**src/rtl/sss_pkg.sv**
```systemverilog
// Package: shared configuration type for the serial shifter.
// Assumes: all fields are single-bit static controls.
package sss_pkg;
    typedef struct packed {
        logic pol;
        logic msb_first;
        logic invert;
        logic multi_pin;
        logic pin_sel;
    } sss_cfg_t;
endpackage

```
**src/rtl/sss_divider.sv**
```systemverilog
// Transfer-clock divider: emits a one-cycle tick every div_half+1 cycles
// while running. Assumes: load and run are never high together; the
// divide value is captured on load and held for the whole transfer.
module sss_divider #(
    parameter int DIV_W = 8
) (
    input  logic             clk,
    input  logic             rst_n,
    input  logic             load,
    input  logic             run,
    input  logic [DIV_W-1:0] div_half,
    output logic             tick
);
    logic [DIV_W-1:0] cnt_q;
    logic [DIV_W-1:0] div_q;

    assign tick = run && (cnt_q == '0);

    // Count down one half period, reloading from the captured divide value.
    always_ff @(posedge clk) begin
        if (!rst_n) begin
            cnt_q <= '0;
            div_q <= '0;
        end else if (load) begin
            cnt_q <= div_half;
            div_q <= div_half;
        end else if (run) begin
            cnt_q <= (cnt_q == '0) ? div_q : cnt_q - 1'b1;
        end
    end

    // the count never exceeds the captured half-period value.
    p_cnt_in_range_r2: assert property (@(posedge clk) disable iff (!rst_n)
        run |-> (cnt_q <= div_q));
endmodule

```
**src/rtl/sss_bit_engine.sv**
```systemverilog
// Bit engine: launches transmit bits and stores received bits in the
// chosen order, applying the optional level inversion on both lines.
// Assumes: drive and sample alternate, drive first, DATA_W of each per load.
module sss_bit_engine #(
    parameter int DATA_W = 8
) (
    input  logic              clk,
    input  logic              rst_n,
    input  logic              load,
    input  logic [DATA_W-1:0] tx_byte,
    input  logic              msb_first,
    input  logic              invert,
    input  logic              drive,
    input  logic              sample,
    input  logic              sdi,
    output logic              sdo,
    output logic [DATA_W-1:0] rx_byte,
    output logic              last_sample
);
    localparam int IDX_W = (DATA_W > 1) ? $clog2(DATA_W) : 1;
    localparam logic [IDX_W-1:0] LAST_IDX = IDX_W'(DATA_W - 1);

    logic [DATA_W-1:0] tx_q;
    logic [IDX_W-1:0]  drv_idx;
    logic [IDX_W-1:0]  smp_idx;

    // Map a transfer position to a byte bit position for the chosen order.
    function automatic logic [IDX_W-1:0] map_pos(input logic [IDX_W-1:0] i,
                                                  input logic msb);
        return msb ? (LAST_IDX - i) : i;
    endfunction

    assign last_sample = sample && (smp_idx == LAST_IDX);

    // Hold the transmit byte and track how many bits have been launched.
    always_ff @(posedge clk) begin
        if (!rst_n) begin
            tx_q    <= '0;
            drv_idx <= '0;
        end else if (load) begin
            tx_q    <= tx_byte;
            drv_idx <= '0;
        end else if (drive) begin
            drv_idx <= drv_idx + 1'b1;
        end
    end

    // Drive the next data bit on a launching edge; otherwise hold the line.
    always_ff @(posedge clk) begin
        if (!rst_n) begin
            sdo <= 1'b1;
        end else if (drive) begin
            sdo <= tx_q[map_pos(drv_idx, msb_first)] ^ invert;
        end
    end

    // Store each sampled input bit at its mapped position.
    always_ff @(posedge clk) begin
        if (!rst_n) begin
            rx_byte <= '0;
            smp_idx <= '0;
        end else if (load) begin
            smp_idx <= '0;
        end else if (sample) begin
            rx_byte[map_pos(smp_idx, msb_first)] <= sdi ^ invert;
            smp_idx <= smp_idx + 1'b1;
        end
    end

    // every capture comes exactly one launch after the previous capture.
    p_launch_before_capture_r3: assert property (@(posedge clk) disable iff (!rst_n)
        sample |-> (drv_idx == IDX_W'(smp_idx + 1'b1)));
endmodule

```
**src/rtl/sss_clk_route.sv**
```systemverilog
// Clock router: forms the pin level from the phase and polarity and sends
// it to one of two output pins; the other pin holds the idle level.
// Assumes: phase is 0 whenever no transfer is active.
module sss_clk_route (
    input  logic active,
    input  logic phase,
    input  logic pol,
    input  logic multi_pin,
    input  logic pin_sel,
    output logic sclk_a,
    output logic sclk_b
);
    logic idle_lvl;
    logic run_lvl;
    logic use_b;

    // Pick the pin and its level from the current configuration.
    always_comb begin
        idle_lvl = ~pol;
        run_lvl  = idle_lvl ^ (active & phase);
        use_b    = multi_pin & pin_sel;
        sclk_a   = use_b ? idle_lvl : run_lvl;
        sclk_b   = use_b ? run_lvl  : idle_lvl;
    end
endmodule

```
**src/rtl/sync_serial_shifter.sv**
```systemverilog
// Top: master-mode clock-synchronous byte shifter. Sequences 2*DATA_W
// half periods per transfer, leading edges launch and trailing edges
// capture. Assumes: configuration is stable for the cycle of a start.
module sync_serial_shifter
    import sss_pkg::*;
#(
    parameter int DATA_W = 8,
    parameter int DIV_W  = 8
) (
    input  logic              clk,
    input  logic              rst_n,
    input  logic              start,
    input  logic [DATA_W-1:0] tx_byte,
    input  logic [DIV_W-1:0]  div_half,
    input  logic              cfg_pol,
    input  logic              cfg_msb_first,
    input  logic              cfg_invert,
    input  logic              cfg_multi_pin,
    input  logic              cfg_pin_sel,
    input  logic              sdi,
    output logic              sdo,
    output logic              sclk_a,
    output logic              sclk_b,
    output logic              busy,
    output logic              done,
    output logic [DATA_W-1:0] rx_byte
);
    sss_cfg_t cfg_live;
    sss_cfg_t cfg_q;
    sss_cfg_t cfg_act;
    logic     phase_q;
    logic     tick;
    logic     accept;
    logic     lead;
    logic     trail;
    logic     last;

    // Gather live controls; freeze them while a transfer runs.
    always_comb begin
        cfg_live = '{pol: cfg_pol, msb_first: cfg_msb_first, invert: cfg_invert,
                     multi_pin: cfg_multi_pin, pin_sel: cfg_pin_sel};
        cfg_act  = busy ? cfg_q : cfg_live;
        accept   = start && !busy;
        lead     = tick && !phase_q;
        trail    = tick && phase_q;
    end

    // Transfer sequencer: busy flag, clock phase and the completion pulse.
    always_ff @(posedge clk) begin
        if (!rst_n) begin
            busy    <= 1'b0;
            phase_q <= 1'b0;
            done    <= 1'b0;
            cfg_q   <= '0;
        end else begin
            done <= 1'b0;
            if (accept) begin
                busy    <= 1'b1;
                phase_q <= 1'b0;
                cfg_q   <= cfg_live;
            end else if (busy && tick) begin
                phase_q <= ~phase_q;
                if (last) begin
                    busy <= 1'b0;
                    done <= 1'b1;
                end
            end
        end
    end

    sss_divider #(.DIV_W(DIV_W)) u_div (
        .clk      (clk),
        .rst_n    (rst_n),
        .load     (accept),
        .run      (busy),
        .div_half (div_half),
        .tick     (tick)
    );

    sss_bit_engine #(.DATA_W(DATA_W)) u_bits (
        .clk         (clk),
        .rst_n       (rst_n),
        .load        (accept),
        .tx_byte     (tx_byte),
        .msb_first   (cfg_act.msb_first),
        .invert      (cfg_act.invert),
        .drive       (lead),
        .sample      (trail),
        .sdi         (sdi),
        .sdo         (sdo),
        .rx_byte     (rx_byte),
        .last_sample (last)
    );

    sss_clk_route u_route (
        .active    (busy),
        .phase     (phase_q),
        .pol       (cfg_act.pol),
        .multi_pin (cfg_act.multi_pin),
        .pin_sel   (cfg_act.pin_sel),
        .sclk_a    (sclk_a),
        .sclk_b    (sclk_b)
    );

    // completion lasts a single cycle.
    p_done_single_r8: assert property (@(posedge clk) disable iff (!rst_n)
        done |=> !done);
    // the transfer is over when completion is flagged.
    p_done_not_busy_r1: assert property (@(posedge clk) disable iff (!rst_n)
        done |-> !busy);
    // a start during a running transfer does not end or restart it.
    p_start_ignored_r9: assert property (@(posedge clk) disable iff (!rst_n)
        (busy && start && !last) |=> busy);
    // a start alongside completion launches the next transfer.
    p_back_to_back_r11: assert property (@(posedge clk) disable iff (!rst_n)
        (done && start) |=> busy);
    // the data line holds while idle and no transfer is requested.
    p_sdo_hold_r10: assert property (@(posedge clk) disable iff (!rst_n)
        (!busy && !start) |=> $stable(sdo));
    // both pins sit at the idle level when no transfer runs.
    p_pins_idle_r7: assert property (@(posedge clk) disable iff (!rst_n)
        !busy |-> (sclk_a == ~cfg_pol && sclk_b == ~cfg_pol));
    // at most one pin ever leaves the idle level.
    p_one_pin_r7: assert property (@(posedge clk) disable iff (!rst_n)
        $onehot0({sclk_a ^ ~cfg_act.pol, sclk_b ^ ~cfg_act.pol}));
endmodule

```
**config.mk**
```make
export PLATFORM = sky130hd
export DESIGN_NAME = sync_serial_shifter
export DESIGN_NICKNAME = d
export VERILOG_FILES = /design/src/rtl/sss_pkg.sv /design/src/rtl/sss_divider.sv /design/src/rtl/sss_bit_engine.sv /design/src/rtl/sss_clk_route.sv /design/src/rtl/sync_serial_shifter.sv
export SDC_FILE = /design/constraint.sdc
export NUM_CORES = 1
export LEC_CHECK = 0
export BUFFER_PORTS_ARGS = -buffer_cell sky130_fd_sc_hd__buf_2
export CAP_MARGIN = 15
export CELL_PAD_IN_SITES_DETAIL_PLACEMENT = 0
export CELL_PAD_IN_SITES_GLOBAL_PLACEMENT = 1
export CORE_ASPECT_RATIO = 0.5
export CORE_MARGIN = 2
export CORE_UTILIZATION = 38
export DETAILED_ROUTE_END_ITERATION = 7
export PLACE_DENSITY_LB_ADDON = 0.1
export SYNTH_ARGS = -nofsm -noshare
export SYNTH_HDL_FRONTEND = slang
export SYNTH_SLANG_ARGS = --single-unit
export TNS_END_PERCENT = 1
```
**constraint.sdc**
```tcl
create_clock -name clk -period 2.1 [get_ports clk]
set_input_delay 0.42 -clock clk [delete_from_list [all_inputs] [get_ports clk]]
set_output_delay 0.42 -clock clk [all_outputs]
set_load 0.02 [all_outputs]
```
==> impl_results.md <==
- Worst-path clk slew: 0.06 ns
- Routability Congestion: 0.7801
- Diodes inserted: 0
- RSZ-0062 raised after global routing: no
- Iter 0 DRT Violations: 66
- Pwr Density: 724.2 nW/um^2
- Placed cell area: 2879 sq um
- FF-to-FF Start: u_div.cnt_q[0]
- Post-cts sizing count: 0
- Main synth FF type: dfxtp_1
- Inst Count DP: 430
- Switching Fraction: 0.2733
- Slowest cell on crit path: or3b_4
- Fmax: 505.0 MHz
- Sequential fraction of the synthesis area: 0.3710
- Placement row count: 20
- Gr usage total: 0.1744
- CTS sink cnt: 47
- Nets@finish: 378
- Share of layout cells above drive strength 1: 0.2178
- Internal power: 1.591 mW
- DIE AREA: 7383 sq um
- Crit end category: flip-flop
- Tot Pwr: 2.189 mW
- Fin crit share: 0.9429
- Gate power share: 0.182
- Clk_lat worst skew: 0.29 ns
- Largest net degree at the start of global routing: 42
- Max-cap violation count: 0
- Tmin final: 1.980 ns
- Layout Skew: 0.003855 ns
- Initial cell density of the core: 0.4054
- DR vias/cell: 5.005
- Die extent in x: 119.5 um
- Number of port buffers: 37
- Status: complete, no violations
- Number of synthesis warnings: 0
- Post-synthesis register bit count: 47
- GRT Residual Overflow: 0
- Post-synthesis cell area: 2536 sq um
- Final non-filler cell total: 437
- Crit-path max FO: 5
- Total number of vias: 2187
- CTS max path bufs: 2
- Worst rel slew slack: 0.5750
- Largest stage delay, worst path: 0.41 ns
- Routed len/inst: 13.45 um
- CTS buffer count: 5
- Worst hold margin: 0.3720 ns
- Dpl hpwl: 4.260 mm
- Drt drc: 0
- Cells after Synth: 307
- Layout area overhead: 19.19%
- Syn avg cell area: 8.261 sq um
- ANT nets after route: 0
- Leakage: 1.249 nW
- Endpoints failing setup: 0
- Syn_nets: 336
- Slew Viols, Final: 0
- Top Ports: 38
- Post-CTS Hold Fix Bufs: 0
- Final core utilization: 0.4832
- Chip height: 61.77 um
- First-pass GRT wire length: 9.839 mm
- Post-Route Setup TNS: 0 ns
- Maximum VDD drop: 0.2862 mV
- Vias in the first global route: 2025
- Fin. Hold Viols: 0
- CP startpoint: u_div.cnt_q[0]
- Cell area after layout: 3023 sq um
- Core area: 6256 sq um
- Worst EP required: 2.29 ns
- Drt total wl: 5.877 mm
- Synth async-reset ratio: 0
- Post-synth EDFFs: 0
- TritonRoute pass-1 iters: 4
- Hold Path Class: input pin to flip-flop
- Post-Place Worst Slack: 0.09414 ns
- Sw power: 0.5983 mW
- Antenna violations before repair: 0
- Count of cell types in the netlist: 48
- Tightest Pin Transition: 0.6330 ns
- Critical path class: flip-flop to flip-flop
- Reg power frac: 0.448
- Worst hold start: tx_byte[5]
- Worst setup margin: 0.1198 ns
- WP data arrival: 2.17 ns
- Root Driver: clkbuf_16
- Commonest cells after routing, fill and taps aside: nand2_1, dfxtp_1, buf_2
- Setup Fix Bufs, Post-CTS: 0
- CTS tree: built
- Commonest non-fill, non-tap cell in the layout: nand2_1
- H-tree depth: 2
- Startpoint Class: flip-flop
- CP Cell Sequence: inv_1 -> ha_1 -> or3b_4 -> nand2b_4 -> nor3_2 -> o21ai_0 -> mux2i_1 -> nor2b_1
- Clk pwr share: 0.370
metal layers:
layer,track usage,vias to the layer above,wire length [um]
met5,0,-,0
met2,0.2882,31,2492
met4,0.06050,0,80
li1,-,1142,-
met3,0.04562,8,221
met1,0.2288,1006,3083
Yosys cell counts, types with 4 or more instances:
cell / n / area, sq um
o21ai_1: 6 / 30.03
mux2i_1: 17 / 170.2
a31oi_1: 4 / 25.02
nor2b_1: 9 / 56.30
dfxtp_1: 47 / 940.9
a21oi_1: 10 / 50.05
nand3_1: 4 / 20.02
and3_1: 8 / 50.05
xnor2_1: 7 / 61.31
clkbuf_1: 14 / 52.55
ha_1: 4 / 50.05
a21boi_0: 21 / 157.7
xor2_1: 4 / 35.03
nor3_1: 8 / 40.04
nor2_1: 12 / 45.04
o21ai_0: 11 / 55.05
o211ai_1: 5 / 37.54
nand2_1: 70 / 262.8
path summary, 6_finish.rpt:
check	end	slack, ns	depth (start not counted)
worst min register to register	u_div.div_q[1]	0.47	2
worst min-delay path	u_bits.tx_q[5]	0.37	3
worst max register to register	u_bits.rx_byte[6]	0.12	8
worst max-delay path	u_bits.rx_byte[6]	0.12	8
power groups by stage:
stage               logic, mW  clock network [mW]  registers, mW
floorplan               0.274                   0          0.994
global placement        0.395                   0          0.998
detailed placement      0.403                   0           1.00
CTS                     0.403               0.842          0.981
global route            0.447               0.868          0.988
finish                  0.399               0.809          0.981
sequential cells by signal (all words and copies together) (netlist names):
signal and count:
phase_q 1, u_bits.tx_q 8, u_bits.rx_byte 8, u_bits.drv_idx 3
u_bits.sdo 1, u_div.cnt_q 8, busy 1, u_div.div_q 8
done 1, cfg_q 5, u_bits.smp_idx 3
cells by family (layout without fill, tap and decap cells):
| family | count (synthesis) | count (layout) | synth area share |
|---|---|---|---|
| simple gates | 136 | 136 | 0.2713 |
| compound gates | 65 | 65 | 0.1648 |
| flops | 47 | 47 | 0.3710 |
| buf+inv | 22 | 64 | 0.03946 |
| mux | 21 | 21 | 0.08929 |
| xor+xnor | 12 | 12 | 0.04440 |
| fa+ha+maj | 4 | 4 | 0.01973 |
worst max-delay path: cells and delay by family, from the launching register on:
kind                       cells  cell delay (ns)
AOI/OAI and AO/OA              1             0.18
adders and majority gates      1             0.16
DFF                            1             0.31
buffers and inverters          1             0.07
and+or+nand+nor                4             0.97
muxes                          1             0.18
cell type report:
cell class                      instances  area, sq um
Clock inverter                          1        5.005
Sequential cell                        47        940.9
Clock buffer                            6        138.9
Multi-Input combinational cell        238         1495
Fill cell                             626         3233
Inverter                                4        15.01
Tap cell                               88        110.1
Timing Repair Buffer                   53        317.8
No activity file was read; power rests on OpenSTA's default activity.
